$ cat config.mk
export PLATFORM = sky130hd
export DESIGN_NAME = async_bank_seq
export DESIGN_NICKNAME = d
export VERILOG_FILES = /design/src/rtl/async_bank_pkg.sv /design/src/rtl/async_bank_dp.sv /design/src/rtl/async_bank_ctrl.sv /design/src/rtl/async_bank_seq.sv
export SDC_FILE = /design/constraint.sdc
export NUM_CORES = 1
export LEC_CHECK = 0
export BUFFER_PORTS_ARGS = -buffer_cell sky130_fd_sc_hd__buf_2
export CORE_MARGIN = 5
export CORE_UTILIZATION = 45
export DETAILED_ROUTE_END_ITERATION = 7
export GPL_TIMING_DRIVEN = 0
export HOLD_SLACK_MARGIN = 0.03
export PLACE_DENSITY = 0.76
export SETUP_SLACK_MARGIN = 0.1
export SLEW_MARGIN = 10
export SYNTH_ARGS = -nofsm -noshare
export SYNTH_HDL_FRONTEND = slang
export SYNTH_HIERARCHICAL = 1
export SYNTH_SLANG_ARGS = --single-unit
$ cat constraint.sdc
create_clock -name clk -period 2 [get_ports clk]
set_input_delay 0.1 -clock clk [delete_from_list [all_inputs] [get_ports clk]]
set_output_delay 0.1 -clock clk [all_outputs]
set_load 0.02 [all_outputs]
$ cat src/rtl/async_bank_pkg.sv
package async_bank_pkg;

  localparam int NUM_BANKS = 2;
  localparam int WORD_W    = 16;
  localparam int CFG_W     = NUM_BANKS * WORD_W;
  localparam logic [CFG_W-1:0] CFG_RESET = 32'hFFC2_FFC2;

  // Field order follows the bit layout of one bank word, msb first.
  typedef struct packed {
    logic [3:0] wrAcc;
    logic [3:0] rdAcc;
    logic [1:0] hold;
    logic [1:0] setup;
    logic [1:0] trans;
    logic       rdyPol;
    logic       rdyEn;
  } bankTiming_t;

  typedef struct packed {
    logic load;     // take request and snapshot timing
    logic capture;  // latch memory read data
  } dpCmd_t;

  typedef struct packed {
    logic oeOn;
    logic reOn;
    logic weOn;
    logic done;
  } busPins_t;

  typedef enum logic [2:0] {
    ST_IDLE, ST_TRANS, ST_SETUP, ST_ACCESS, ST_HOLD, ST_DONE
  } seqState_t;

  // Two-bit code where zero stands for four cycles.
  function automatic logic [3:0] wrapFour(input logic [1:0] code);
    return (code == 2'd0) ? 4'd4 : {2'b00, code};
  endfunction

  // Access code with zero clamped to one cycle.
  function automatic logic [3:0] atLeastOne(input logic [3:0] code);
    return (code == 4'd0) ? 4'd1 : code;
  endfunction

endpackage

$ cat src/rtl/async_bank_dp.sv
module async_bank_dp
  import async_bank_pkg::*;
#(
  parameter int ADDR_W = 20,
  parameter int DATA_W = 16
) (
  input  logic              clk,
  input  logic              rst_n,
  input  logic              cfgWrEn,
  input  logic [CFG_W-1:0]  cfgWrData,
  output logic [CFG_W-1:0]  cfgRdData,
  input  logic              reqBank,
  input  logic [ADDR_W-1:0] reqAddr,
  input  logic [DATA_W-1:0] reqWdata,
  input  logic [DATA_W-1:0] memRdata,
  input  dpCmd_t            cmd,
  output logic [1:0]        liveSetup,
  output bankTiming_t       curTiming,
  output logic [ADDR_W-1:0] memAddr,
  output logic [DATA_W-1:0] memWdata,
  output logic [DATA_W-1:0] rdData
);

  logic [CFG_W-1:0]  cfgReg;
  logic [WORD_W-1:0] bankWord [NUM_BANKS];
  bankTiming_t       liveTiming;

  genvar g;
  generate
    for (g = 0; g < NUM_BANKS; g++) begin : gBank
      assign bankWord[g] = cfgReg[g*WORD_W +: WORD_W];
    end
  endgenerate

  assign liveTiming = bankTiming_t'(bankWord[reqBank]);
  assign liveSetup  = liveTiming.setup;
  assign cfgRdData  = cfgReg;

  always_ff @(posedge clk or negedge rst_n) begin
    if (!rst_n) begin
      cfgReg <= CFG_RESET;
    end else if (cfgWrEn) begin
      cfgReg <= cfgWrData;
    end
  end

  always_ff @(posedge clk or negedge rst_n) begin
    if (!rst_n) begin
      curTiming <= bankTiming_t'(CFG_RESET[WORD_W-1:0]);
      memAddr   <= '0;
      memWdata  <= '0;
    end else if (cmd.load) begin
      curTiming <= liveTiming;
      memAddr   <= reqAddr;
      memWdata  <= reqWdata;
    end
  end

  always_ff @(posedge clk or negedge rst_n) begin
    if (!rst_n) begin
      rdData <= '0;
    end else if (cmd.capture) begin
      rdData <= memRdata;
    end
  end

endmodule

$ cat src/rtl/async_bank_ctrl.sv
module async_bank_ctrl
  import async_bank_pkg::*;
(
  input  logic        clk,
  input  logic        rst_n,
  input  logic        reqValid,
  input  logic        reqWrite,
  input  logic        reqBank,
  input  logic [1:0]  liveSetup,
  input  bankTiming_t curTiming,
  input  logic        memReady,
  output dpCmd_t      cmd,
  output busPins_t    pins,
  output logic        busy
);

  seqState_t  state;
  logic [3:0] cnt;
  logic       isWrite;
  logic       prevRead;
  logic       prevBank;
  logic [1:0] prevTrans;

  logic       accept;
  logic       needTrans;
  logic       readyOk;
  logic       accEnd;
  logic [3:0] accLen;

  assign accept    = (state == ST_IDLE) && reqValid;
  assign needTrans = prevRead &&
                     ((reqWrite && (reqBank == prevBank)) ||
                      (!reqWrite && (reqBank != prevBank)));
  assign accLen    = isWrite ? atLeastOne(curTiming.wrAcc)
                             : atLeastOne(curTiming.rdAcc);
  assign readyOk   = !curTiming.rdyEn || (memReady == curTiming.rdyPol);
  assign accEnd    = (state == ST_ACCESS) && (cnt == 4'd0) && readyOk;

  always_ff @(posedge clk or negedge rst_n) begin
    if (!rst_n) begin
      state     <= ST_IDLE;
      cnt       <= '0;
      isWrite   <= 1'b0;
      prevRead  <= 1'b0;
      prevBank  <= 1'b0;
      prevTrans <= '0;
    end else begin
      unique case (state)
        ST_IDLE: begin
          if (accept) begin
            isWrite  <= reqWrite;
            prevRead <= !reqWrite;
            prevBank <= reqBank;
            if (needTrans) begin
              state <= ST_TRANS;
              cnt   <= wrapFour(prevTrans) - 4'd1;
            end else begin
              state <= ST_SETUP;
              cnt   <= wrapFour(liveSetup) - 4'd1;
            end
          end
        end
        ST_TRANS: begin
          if (cnt == 4'd0) begin
            state <= ST_SETUP;
            cnt   <= wrapFour(curTiming.setup) - 4'd1;
          end else begin
            cnt <= cnt - 4'd1;
          end
        end
        ST_SETUP: begin
          if (cnt == 4'd0) begin
            state <= ST_ACCESS;
            cnt   <= accLen - 4'd1;
          end else begin
            cnt <= cnt - 4'd1;
          end
        end
        ST_ACCESS: begin
          if (cnt != 4'd0) begin
            cnt <= cnt - 4'd1;
          end else if (readyOk) begin
            if (curTiming.hold == 2'd0) begin
              state <= ST_DONE;
            end else begin
              state <= ST_HOLD;
              cnt   <= {2'b00, curTiming.hold} - 4'd1;
            end
          end
        end
        ST_HOLD: begin
          if (cnt == 4'd0) state <= ST_DONE;
          else             cnt   <= cnt - 4'd1;
        end
        ST_DONE: begin
          prevTrans <= curTiming.trans;
          state     <= ST_IDLE;
        end
        default: state <= ST_IDLE;
      endcase
    end
  end

  always_comb begin
    cmd.load     = accept;
    cmd.capture  = accEnd && !isWrite;
    pins.oeOn    = (state == ST_SETUP) || (state == ST_ACCESS) || (state == ST_HOLD);
    pins.reOn    = (state == ST_ACCESS) && !isWrite;
    pins.weOn    = (state == ST_ACCESS) && isWrite;
    pins.done    = (state == ST_DONE);
    busy         = (state != ST_IDLE);
  end

endmodule

$ cat src/rtl/async_bank_seq.sv
module async_bank_seq
  import async_bank_pkg::*;
#(
  parameter int ADDR_W = 20,
  parameter int DATA_W = 16
) (
  input  logic              clk,
  input  logic              rst_n,
  input  logic              cfgWrEn,
  input  logic [31:0]       cfgWrData,
  output logic [31:0]       cfgRdData,
  input  logic              reqValid,
  input  logic              reqWrite,
  input  logic              reqBank,
  input  logic [ADDR_W-1:0] reqAddr,
  input  logic [DATA_W-1:0] reqWdata,
  output logic              busy,
  output logic              done,
  output logic [DATA_W-1:0] rdData,
  output logic [ADDR_W-1:0] memAddr,
  output logic [DATA_W-1:0] memWdata,
  input  logic [DATA_W-1:0] memRdata,
  input  logic              memReady,
  output logic              memOeN,
  output logic              memReN,
  output logic              memWeN
);

  dpCmd_t      cmd;
  busPins_t    pins;
  bankTiming_t curTiming;
  logic [1:0]  liveSetup;

  async_bank_ctrl u_ctrl (
    .clk       (clk),
    .rst_n     (rst_n),
    .reqValid  (reqValid),
    .reqWrite  (reqWrite),
    .reqBank   (reqBank),
    .liveSetup (liveSetup),
    .curTiming (curTiming),
    .memReady  (memReady),
    .cmd       (cmd),
    .pins      (pins),
    .busy      (busy)
  );

  async_bank_dp #(.ADDR_W(ADDR_W), .DATA_W(DATA_W)) u_dp (
    .clk       (clk),
    .rst_n     (rst_n),
    .cfgWrEn   (cfgWrEn),
    .cfgWrData (cfgWrData),
    .cfgRdData (cfgRdData),
    .reqBank   (reqBank),
    .reqAddr   (reqAddr),
    .reqWdata  (reqWdata),
    .memRdata  (memRdata),
    .cmd       (cmd),
    .liveSetup (liveSetup),
    .curTiming (curTiming),
    .memAddr   (memAddr),
    .memWdata  (memWdata),
    .rdData    (rdData)
  );

  assign memOeN = !pins.oeOn;
  assign memReN = !pins.reOn;
  assign memWeN = !pins.weOn;
  assign done   = pins.done;

endmodule

# [Word level (Yosys, flattened, before mapping)]
# Cells that the tools add are included.
[totals] ff_bits=112 input_bits=91 out_inout_bits=89
[op_classes] add_sub_neg=6 magnitude_cmp=1 n_eq_ne=17 n_mux=27 bitwise=1 n_reduce_logical=33
[ops] op="16-bit two-way mux" n=3
[ops] op="4-bit two-way mux" n=11
[ops] op="3-bit two-way mux" n=9
[ops] op="4-bit case mux with 5 select lines" n=1
[ops] op="4-bit by 1-bit subtractor with 4-bit output, second input constant" n=5
[ops] op="3-bit case mux with 5 select lines" n=1
[ops] op="4-bit zero test" n=3
[ops] op="2-bit by 1-bit != test with 1-bit output, second input constant" n=5
[ops] op="1-bit logical AND" n=9
[ops] op="2-bit zero test" n=4
[ops] op="3-bit by 2-bit equality test with 1-bit output, second input constant" n=2
[ops] op="3-bit equality test, second input constant" n=2
[ops] op="1-bit zero test" n=6
[ops] op="6-bit AND reduction" n=1
[ops] op="5-bit AND reduction" n=1
[ops] op="5-bit nonzero test" n=1
[ops] op="1-bit logical OR" n=4
[ops] op="2-bit != test, second input constant" n=2
[ops] op="4-bit nonzero test" n=1
[ops] op="3-bit by 1-bit equality test with 1-bit output, second input constant" n=1
[ops] op="3-bit zero test" n=1
[ops] op="3-bit by 2-bit != test with 1-bit output, second input constant" n=1
[ops] op="3-bit != test, second input constant" n=1
[ops] op="3-bit nonzero test" n=1
[ops] op="other kinds (8)" n=9

# [Depth between registers and ports, before layout]
# Gate-level depths: netlist of the first run.
[depth] ltp_word=10 ltp_mapped=10 depth_no_buf=7

# [By module]
# The synthesis of the first run kept the hierarchy.
[modules_own_cells] mod="async_bank_dp" n_inst=1 cells_per_inst=247 area_each_um2=3927.5 seq_area_each_um2=2543.7
[modules_own_cells] mod="async_bank_ctrl" n_inst=1 cells_per_inst=153 area_each_um2=1272.5 seq_area_each_um2=300.3
[modules_own_cells] mod="async_bank_seq" n_inst=1 cells_per_inst=3 area_each_um2=11.3 seq_area_each_um2=0.0

# [Worst setup path before layout of the first run]
# No wires, ideal clock.
[synth_path] kind="register to register" start="register u_ctrl.cnt[0]" end="register u_dp.rdData[10]" arrival_ps=1905 path_slack_ps=-33 stages_incl_launch_ff=10 path_buffers=3 period_less_slack_ps=2033 path_cell_list="dfrtp_1 inv_1 ha_1 nor3b_1 buf_2 nand2_1 nor3_1 buf_2 buf_4 mux2_1"
[synth_lines] element="start, declared" line_no="async_bank_ctrl.sv:18" rtl="logic [3:0] cnt;"
[synth_lines] element="start signal, assigned" line_no="async_bank_ctrl.sv:56" rtl="cnt <= wrapFour(prevTrans) - 4'd1;"
[synth_lines] element="start signal, assigned" line_no="async_bank_ctrl.sv:59" rtl="cnt <= wrapFour(liveSetup) - 4'd1;"
[synth_lines] element="start signal, assigned" line_no="async_bank_ctrl.sv:66" rtl="cnt <= wrapFour(curTiming.setup) - 4'd1;"
[synth_lines] element="end signal, assigned" line_no="async_bank_dp.sv:63" rtl="rdData <= memRdata;"
[synth_lines] element="end, declared" line_no="async_bank_dp.sv:21" rtl="output logic [DATA_W-1:0] rdData"

==> metrics.yaml, run 1 <==
numPortBuffers: 178
p_per_area_nw_per_um2: 1300
cts_tree: "built"
synth_ff_type: "dfrtp_1"
wl_um: 15600
fin_cells: 850
fmax_mhz: 516
die_h_um: 118
start_kind: "flop"
synth_edf_count: 0
worstHoldPathType: "input port to flop"
syn_avg_cell_area_um2: 12.9
overflow: 0
grt_max_degree: 81
multi_input_area_um2: 2300
synthArstFlopShare_pct: 100
synthSimpleGateAreaFrac_pct: 7.23
worstSetupPathType: "flop to flop"
grt_usage_pct: 22.0
die-area_um2: 13800
muxShareOfSynthArea_pct: 24.6
yosysTopAreaCell: "dfrtp_1"
syn2layout_area_growth_pct: 51.6
post-dp-hpwl_um: 9690
fillers: 782
grt_pass1_wl_um: 24900
clkTransAtPathRegs_ps: 70
wl_per_cell_um: 18.3
synth_compound_area_share_pct: 6.41
cp-end-kind: "flop"
rows: 39
layout-drive-gt1-share_pct: 45.2
fp.dieW_um: 118
finalSetupViolCount: 0
finalMaxSlewViolations: 0
worstMarginPinSlew_ps: 511
synthCells: 403
synth_fp_nets: 503
drt_iter0_markers: 207
synthTopCellsByArea: "dfrtp_1 (38%), mux2_1 (17%), dfstp_2 (17%)"
cts_root_buffer: "clkbuf_16"
clock_latency_ps: 340
dp_cells: 725
dr.pass1.iters: 4
synth.yosys.warnings: 6
final_util_pct: 69.5
cp.required_ps: 2220
hold_viol_final: 0
antenna_found_initial: 1
worst_clock_skew_ps: 11.7
vdd_drop_max_v: 0.000901
synth_adder_area_share_pct: 2.16
outcome: "finished clean"
viasPerCell: 5.14
drc: 0
timing.slew.headroom_pct: 65.9
arrival_ps: 2160
fin_crit_sh_pct: 96.9
cts_buffers: 9
synth-xor-area-share_pct: 1.13
yosysSeqAreaShare_pct: 54.6
synth_cell_types: 48
via_count: 4370
final-seq-area_um2: 2840
power_uw: 10300
cap_violations: 0
ios: 180
clock_sinks: 112
rsz0062_at_grt: "yes"
grt_pass1_vias: 4840
p_leak_uw: 0.00386
netlist.area_leader.share_pct: 37.9
postRouteAntennaNets: 0
finalNetCount: 801
finalWeightedCongestion: 0.896
start_util_pct: 45.8
coreArea_um2: 11400
synth_seq_cells: 112
cts_buffer_depth: 2
crit_fanout: 10
synth_area_um2: 5210
h-tree-depth: 3
synth_top_family_by_area: "multiplexers"
min_period_ps: 1940
[path summary, 6_finish.rpt]
path	startpoint	end	slack [ps]	depth (start not counted)
worst min-delay path	reqBank	u_ctrl/prevBank$_DFFE_PN0P_	50	2
worst max-delay path	u_ctrl/state[2]$_DFFE_PN0P_	u_dp/rdData[7]$_DFFE_PN0P_	60	8
worst max register to register	u_ctrl/state[2]$_DFFE_PN0P_	u_dp/rdData[7]$_DFFE_PN0P_	60	8
worst min register to register	u_dp/memAddr[15]$_DFFE_PN0P_	u_dp/memAddr[15]$_DFFE_PN0P_	480	1
max in group asynchronous	rst_n	u_dp/curTiming[14]$_DFFE_PN1P_	1070	3
min in group asynchronous	rst_n	u_ctrl/state[2]$_DFFE_PN0P_	230	2
[layout by cell type, fill, tap and decap left out, drive strengths merged, types with 7 or more instances in the layout]
cell type	instances
dlygate4sd3	86
o21ai	7
nor2	30
ha	9
mux2i	18
mux2	96
a21oi	17
dfstp	33
buf	222
dfrtp	79
nand2	15
clkbuf	16
inv	14
[metal layers]
layer,share of wire [%],vias up,wire (um),GRT usage (%)
met4,1.8,0,286,6.95
li1,-,2022,-,-
met3,5.6,24,864,4.66
met1,38,2193,5880,25.2
met2,55,131,8530,40.8
met5,0,-,0,0
[flip-flops by register name, summed over array words and instances, names as in the netlist]
| register | cells |
|---|---|
| u_dp/rdData | 16 |
| u_ctrl/cnt | 4 |
| u_dp/memAddr | 20 |
| u_dp/memWdata | 16 |
| u_dp/curTiming | 16 |
| u_ctrl/prevTrans | 2 |
| u_ctrl/isWrite | 1 |
| u_ctrl/prevRead | 1 |
| u_ctrl/prevBank | 1 |
| u_ctrl/state | 3 |
| u_dp/cfgRdData | 32 |
[report_power, final]
group          leakage [uW]  internal (uW)  total, uW  switching [uW]
clock              0.000141            928       1750             825
sequential          0.00132           3240       3840             595
combinational       0.00240           2140       4660            2520
[critical path, stage by stage, from the launching register on]
cell,delay [ps]
dfrtp_1,370
buf_4,170
buf_6,140
nor2b_4,130
nand2_2,100
nor3_4,280
buf_6,190
buf_8,130
mux2_4,300
[Yosys cell counts (2+ instances only)]
cell,count
dfstp_2,33
o22a_1,2
nor3_1,3
nand3_1,3
inv_1,12
mux2_1,78
a41o_1,2
o21ai_1,4
and3_1,2
nand2b_1,5
nor2b_1,4
buf_6,2
nand2_1,14
or3_1,2
a22oi_1,2
o21ai_0,3
buf_2,14
buf_4,8
o22ai_1,4
mux2i_1,18
o211ai_1,4
nor2_1,30
ha_1,9
a32oi_1,2
mux2_2,13
xor2_1,4
nor3b_1,2
or3b_1,3
mux2_4,5
a31oi_1,4
dfrtp_1,79
a21oi_1,17
[cell families after synthesis]
kind of cell / after synthesis
multiplexers: 114
flip-flops: 112
AND/OR/NAND/NOR: 75
AO/OA/AOI/OAI: 50
buffers and inverters: 38
adder cells (fa/ha/maj): 9
XOR/XNOR: 5
[layout make-up]
type                            count  share of cell area [%]
Antenna cell                        1                  0.0317
Buffer                             26                    2.99
Clock buffer                       11                    3.21
Clock inverter                      5                   0.443
Inverter                           12                   0.570
Multi-Input combinational cell    253                    29.1
Sequential cell                   112                    36.0
Tap cell                          143                    2.26
Timing Repair Buffer              287                    25.4
[stage by stage]
step                hold slack, ps  setup TNS, ps  setup slack, ps  cell area (um^2)
floorplan                     -196              0              118              5230
detailed placement            16.0         -10720             -506              6330
CTS                           47.3              0             54.7              7790
global placement               315         -40280             -463              6300
global route                  57.1          -58.8            -16.3              7900
finish                        45.0              0             61.6              7900
[repair_timing]
item | CTS | global route
endpoints found under the setup margin | 71 | 62
resized for setup | 42 | 16
endpoints found under the hold margin | 118 | 0
setup buffers | 16 | 4
gates cloned | 1 | 1
pin swaps | 5 | 2
hold buffers | 86 | 0
(Power assumes the default switching activity.)
==> run 2, diff against run 1 <==
--- a/config.mk
+++ b/config.mk
@@ -9,6 +9,7 @@
 export CORE_MARGIN = 5
 export CORE_UTILIZATION = 45
 export DETAILED_ROUTE_END_ITERATION = 7
+export GPL_ROUTABILITY_DRIVEN = 0
 export GPL_TIMING_DRIVEN = 0
 export HOLD_SLACK_MARGIN = 0.03
 export PLACE_DENSITY = 0.76
==> constraint.sdc (replaced) <==
create_clock -name clk -period 2 [get_ports clk]
set_input_delay 0.1 -clock clk [delete_from_list [all_inputs] [get_ports clk]]
set_output_delay 0.1 -clock clk [all_outputs]
set_load 0.05 [all_outputs]
==> metrics.yaml, run 2 (synthesis gave the netlist of run 1 again) <==
finalNetCount: 794  # was 801
finalSetupViolCount: 0  # unchanged
arrival_ps: 2180  # was 2160 ps
viasPerCell: 5.25  # was 5.14
cts_tree: "built"  # unchanged
numPortBuffers: 178  # unchanged
pwr-share-comb_pct: 52.2  # was 45.5%
power_frac_seq_pct: 33.2  # was 37.4%
h-tree-depth: 3  # unchanged
grt_pass1_wl_um: 25500  # was 24900 um
p_per_area_nw_per_um2: 1480  # was 1300 nW/um^2
rsz0062_at_grt: "yes"  # unchanged
coreArea_um2: 11400  # unchanged
worstMarginPinSlew_ps: 484  # was 511 ps
ios: 180  # unchanged
fp.dieW_um: 118  # unchanged
grt_pass1_vias: 4941  # was 4840
die-area_um2: 13800  # unchanged
timing.setup.tns_ps: 0  # unchanged
highest_layer: "met4"  # unchanged
vdd_drop_max_v: 0.00130  # was 0.000901 V
swShare_pct: 46.4  # was 38.4%
switchingPower_uw: 5390  # was 3940 uW
clock_sinks: 112  # unchanged
antenna_cells: 0  # was 1
antenna_found_initial: 0  # was 1
crit_start: "u_ctrl/state[2]$_DFFE_PN0P_"  # unchanged
p_clk_share_pct: 14.6  # was 17.1%
min_from: "reqBank"  # unchanged
clkTransAtPathRegs_ps: 80  # was 70 ps
syn2layout_area_growth_pct: 50.7  # was 51.6%
wl_per_cell_um: 18.9  # was 18.3 um
met3_length_um: 975  # was 864 um
finalMaxSlewViolations: 0  # unchanged
cap_violations: 0  # unchanged
crit_buf_inv: 4  # unchanged
layout-drive-gt1-share_pct: 44.6  # was 45.2%
final_common_cell: "buf_2"  # unchanged
die_h_um: 118  # unchanged
postRouteAntennaNets: 0  # unchanged
crit_top_cell: "buf_6"  # unchanged
dp_cells: 725  # unchanged
cts_buffers: 9  # unchanged
cts_buffer_depth: 2  # unchanged
fillers: 774  # was 782
timing.slew.headroom_pct: 67.7  # was 65.9%
hold_depth: 2  # unchanged
crit_fanout: 10  # unchanged
worstHoldPathType: "input port to flop"  # unchanged
start_kind: "flop"  # unchanged
max_stage_delay_ps: 370  # about the same
via_count: 4420  # was 4370
overflow: 0  # unchanged
hold_end: "u_ctrl/prevBank$_DFFE_PN0P_"  # unchanged
grt_usage_pct: 22.3  # was 22.0%
dr.pass1.iters: 5  # was 4
cp.required_ps: 2210  # was 2220 ps
r2r_start: "u_ctrl/state[2]$_DFFE_PN0P_"  # unchanged
outcome: "finished clean"  # unchanged
worst_clock_skew_ps: 11.6  # was 11.7 ps
worstSetupPathType: "flop to flop"  # unchanged
drc: 0  # unchanged
reg2reg_depth: 8  # unchanged
fin_crit_sh_pct: 98.3  # was 96.9%
dr_wl_met2_um: 8450  # was 8530 um
largest_register_ffs: 32  # unchanged
post-dp-hpwl_um: 9890  # was 9690 um
grt_max_degree: 75  # was 81
mostFrequentLayoutCells: "buf_2 (182), dlygate4sd3_1 (86), dfrtp_1 (79), mux2_1 (67), dfstp_2 (33)"  # was buf_2 (182), dlygate4sd3_1 (86), dfrtp_1 (79), mux2_1 (66), dfstp_2 (33)
drt_iter0_markers: 213  # was 207
fmax_mhz: 509  # was 516 MHz
min_period_ps: 1970  # was 1940 ps
crit_slowest_cell: "dfrtp_1"  # unchanged
p_int_uw: 6240  # was 6310 uW
p_leak_uw: 0.00381  # was 0.00386 uW
met1Wirelength_um: 6040  # was 5880 um
ff2ff_setup_slack_ps: 30  # was 60 ps
cp_top_family: "buffers and inverters"  # unchanged
cp_cell_sequence: "buf_2, buf_4, nor2b_4, nand2_2, nor3_4, buf_6, buf_6, mux2_4"  # was buf_4, buf_6, nor2b_4, nand2_2, nor3_4, buf_6, buf_8, mux2_4
r2r_end: "u_dp/rdData[2]$_DFFE_PN0P_"  # was u_dp/rdData[7]$_DFFE_PN0P_
hold_viol_final: 0  # unchanged
rows: 39  # unchanged
fin_cells: 842  # was 850
cts_root_buffer: "clkbuf_16"  # unchanged
wl_um: 15900  # was 15600 um
fin_hold_ws_ps: 46.3  # was 45.0 ps
cp-end-kind: "flop"  # unchanged
clock_latency_ps: 340  # about the same
start_util_pct: 45.8  # unchanged
-- run 2: cell types whose count changed in the layout (fill, tap and decap cells not counted), sizes merged --
cell and change:
inv -1, clkinvlp +2, diode -1, buf -5
clkinv -2, clkbuf -1
-- run 2: metal layers --
layer  up-vias  global-route usage (%)
li1       2005                       -
met1      2221                    25.4
met2       160                    40.8
met3        34                    5.53
met4         0                    7.31
met5         -                       0
-- run 2: power by group through the flow --
stage / Clock, uW / Combinational (uW) / Sequential, uW
2_1_floorplan: 0 / 2020 / 5770
3_3_place_gp: 0 / 5230 / 3760
3_5_place_dp: 0 / 5340 / 3810
4_1_cts: 1720 / 5860 / 3810
5_1_grt: 1830 / 6410 / 3970
6_report: 1700 / 6070 / 3870
-- run 2: timing repair --
action,in CTS,in global routing
endpoints found under the hold margin,124,0
gates resized for setup,44,18
gates cloned,1,1
hold buffers,86,0
buffers inserted,11,2
setup endpoints to repair,72,67
pin swaps,4,4
-- run 2: layout make-up --
type / instances / area (um^2) / area share, %
timing repair buffer: 280 / 1960 / 25.0
multi-input combinational: 253 / 2310 / 29.4
clock inverter: 4 / 31.3 / 0.398
buffer: 26 / 236 / 3.01
tap: 143 / 179 / 2.28
sequential: 112 / 2840 / 36.2
inverter: 12 / 45.0 / 0.574
clock buffer: 12 / 246 / 3.14
-- run 2: worst max path at each step --
stage,endpoint,slack (ps),cells past startpoint
2_1_floorplan,u_dp/memAddr[10]$_DFFE_PN0P_,120,9
3_3_place_gp,u_dp/rdData[5]$_DFFE_PN0P_,-510,7
3_5_place_dp,u_dp/rdData[10]$_DFFE_PN0P_,-570,7
4_1_cts,u_dp/rdData[10]$_DFFE_PN0P_,30,9
5_1_grt,u_dp/rdData[2]$_DFFE_PN0P_,-10,9
6_report,u_dp/rdData[2]$_DFFE_PN0P_,30,8
-- run 2: stage by stage --
step	utilization (%)	setup slack, ps	instance area (um^2)	total power (uW)
CTS	68.3	26.3	7760	11400
floorplan	-	118	5230	7790
global route	69.1	-9.95	7850	12200
finish	69.1	33.9	7850	11600
detailed placement	55.7	-567	6340	9150
global placement	55.4	-508	6300	8990
==> run 3, diff against run 2 <==
--- a/config.mk
+++ b/config.mk
@@ -13,7 +13,7 @@
 export GPL_TIMING_DRIVEN = 0
 export HOLD_SLACK_MARGIN = 0.03
 export PLACE_DENSITY = 0.76
-export SETUP_SLACK_MARGIN = 0.1
+export SETUP_SLACK_MARGIN = 0.05
 export SLEW_MARGIN = 10
 export SYNTH_ARGS = -nofsm -noshare
 export SYNTH_HDL_FRONTEND = slang
==> metrics.yaml, run 3 (synthesis gave the netlist of run 1 again) <==
outcome: "finished clean"  # unchanged
mostFrequentLayoutCells: "buf_2 (183), dlygate4sd3_1 (87), dfrtp_1 (79), mux2_1 (63), dfstp_2 (33)"  # was buf_2 (182), dlygate4sd3_1 (86), dfrtp_1 (79), mux2_1 (67), dfstp_2 (33)
via_count: 4483  # was 4420
antenna_cells: 0  # unchanged
viasPerCell: 5.24  # was 5.25
worstSetupPathType: "flop to flop"  # unchanged
min_period_ps: 1950  # was 1970 ps
worst_clock_skew_ps: 6.29  # was 11.6 ps
grt_usage_pct: 22.4  # was 22.3%
crit_buf_inv: 6  # was 4
max_stage_delay_ps: 400  # was 370 ps
fin_crit_sh_pct: 97.7  # was 98.3%
clkTransAtPathRegs_ps: 70  # was 80 ps
timing.slew.headroom_pct: 68.8  # was 67.7%
layout-drive-gt1-share_pct: 46.4  # was 44.6%
dpl_cell_area_um2: 6330  # was 6340 um^2
finalNetCount: 808  # was 794
crit_top_cell: "buf_4"  # was buf_6
cts_buffer_depth: 2  # unchanged
drt_iter0_markers: 203  # was 213
post-dp-hpwl_um: 9890  # about the same
switchingPower_uw: 5420  # was 5390 uW
final_util_pct: 70.5  # was 69.1%
antenna_found_initial: 0  # unchanged
drc: 0  # unchanged
cp-end-kind: "flop"  # unchanged
grt_pass1_wl_um: 25200  # was 25500 um
die_h_um: 118  # unchanged
dr.pass1.iters: 5  # unchanged
rsz0062_at_grt: "no"  # was yes
cp_cell_sequence: "buf_6, buf_8, nor2_4, nand3b_1, buf_4, buf_4, buf_4, buf_4, mux2_4"  # was buf_2, buf_4, nor2b_4, nand2_2, nor3_4, buf_6, buf_6, mux2_4
wl_per_cell_um: 18.5  # was 18.9 um
vdd_drop_max_v: 0.00129  # was 0.00130 V
p_int_uw: 6650  # was 6240 uW
postLayoutSetupSlackWorst_ps: 45.6  # was 33.9 ps
swShare_pct: 44.9  # was 46.4%
cp_top_family: "buffers and inverters"  # unchanged
timing.setup.tns_ps: 0  # unchanged
start_kind: "flop"  # unchanged
crit_slowest_cell: "dfrtp_1"  # unchanged
die-area_um2: 13800  # unchanged
cts_buffers: 9  # unchanged
start_util_pct: 45.8  # unchanged
clock_sinks: 112  # unchanged
crit_fanout: 6  # was 10
wl_um: 15800  # was 15900 um
p_clk_share_pct: 15.8  # was 14.6%
hold_viol_final: 0  # unchanged
p_per_area_nw_per_um2: 1510  # was 1480 nW/um^2
overflow: 0  # unchanged
grt_pass1_vias: 4895  # was 4941
numPortBuffers: 178  # unchanged
cap_violations: 0  # unchanged
syn2layout_area_growth_pct: 53.8  # was 50.7%
p_leak_uw: 0.00391  # was 0.00381 uW
cts_root_buffer: "clkbuf_16"  # unchanged
final_cell_area_um2: 8020  # was 7850 um^2
cp.required_ps: 2230  # was 2210 ps
power_frac_seq_pct: 31.8  # was 33.2%
fmax_mhz: 512  # was 509 MHz
postRouteAntennaNets: 0  # unchanged
cts_tree: "built"  # unchanged
finalMaxSlewViolations: 0  # unchanged
worstHoldPathType: "input port to flop"  # unchanged
clock_latency_ps: 340  # about the same
grt_max_degree: 73  # was 75
arrival_ps: 2190  # was 2180 ps
largest_register_ffs: 32  # unchanged
coreArea_um2: 11400  # unchanged
ios: 180  # unchanged
fin_hold_ws_ps: 82.7  # was 46.3 ps
h-tree-depth: 3  # unchanged
worstMarginPinSlew_ps: 468  # was 484 ps
finalSetupViolCount: 0  # unchanged
pwr-share-comb_pct: 52.3  # was 52.2%
fp.dieW_um: 118  # unchanged
final_common_cell: "buf_2"  # unchanged
rows: 39  # unchanged
preCtsSetupSlack_ps: -417  # was -567 ps
## run 3: cell type report
cell class	instances	area (um^2)
Buffer	25	226
Clock buffer	12	246
Clock inverter	4	68.8
Timing Repair Buffer	295	2080
Tap cell	143	179
Sequential cell	112	2840
Inverter	12	45.0
Fill cell	779	3350
Multi-Input combinational cell	253	2330
## run 3: timing repair
action | CTS | global route
resized for setup | 36 | 35
pin swaps | 3 | 7
hold buffers | 87 | 0
hold endpoints to repair | 127 | 0
setup buffers | 16 | 11
endpoints found under the setup margin | 70 | 68
gates cloned | 2 | 0
## run 3: final timing paths
check | startpoint | endpoint | slack, ps | depth (start not counted)
setup / recovery | u_ctrl/state[0]$_DFFE_PN0P_ | u_ctrl/prevBank$_DFFE_PN0P_ | 50 | 9
hold / removal | cfgWrEn | u_dp/cfgRdData[31]$_DFFE_PN1P_ | 80 | 2
setup reg to reg | u_ctrl/state[0]$_DFFE_PN0P_ | u_ctrl/prevBank$_DFFE_PN0P_ | 50 | 9
hold reg to reg | u_dp/memWdata[6]$_DFFE_PN0P_ | u_dp/memWdata[6]$_DFFE_PN0P_ | 480 | 1
max in group asynchronous | rst_n | u_dp/cfgRdData[17]$_DFFE_PN1P_ | 1070 | 3
min in group asynchronous | rst_n | u_ctrl/state[0]$_DFFE_PN0P_ | 220 | 2
## run 3: per-layer routing
layer	track usage, %	wire (um)
met5	0	0
met1	25.3	5980
met2	40.4	8290
met3	5.43	1040
met4	8.89	500
## run 3: power groups by stage
| stage | combinational, uW | sequential [uW] | clock (uW) |
|---|---|---|---|
| final | 6320 | 3840 | 1910 |
| after global routing | 6650 | 3950 | 2050 |
| after CTS | 5830 | 3790 | 1960 |
| after detailed placement | 5340 | 3810 | 0 |
| after global placement | 5210 | 3750 | 0 |
| after floorplan | 2010 | 5770 | 0 |
## run 3: through the flow
stage	power, uW	instances
4_1_cts	11600	846
2_1_floorplan	7790	403
3_3_place_gp	8960	724
5_1_grt	12600	856
6_report	12100	856
3_5_place_dp	9150	725
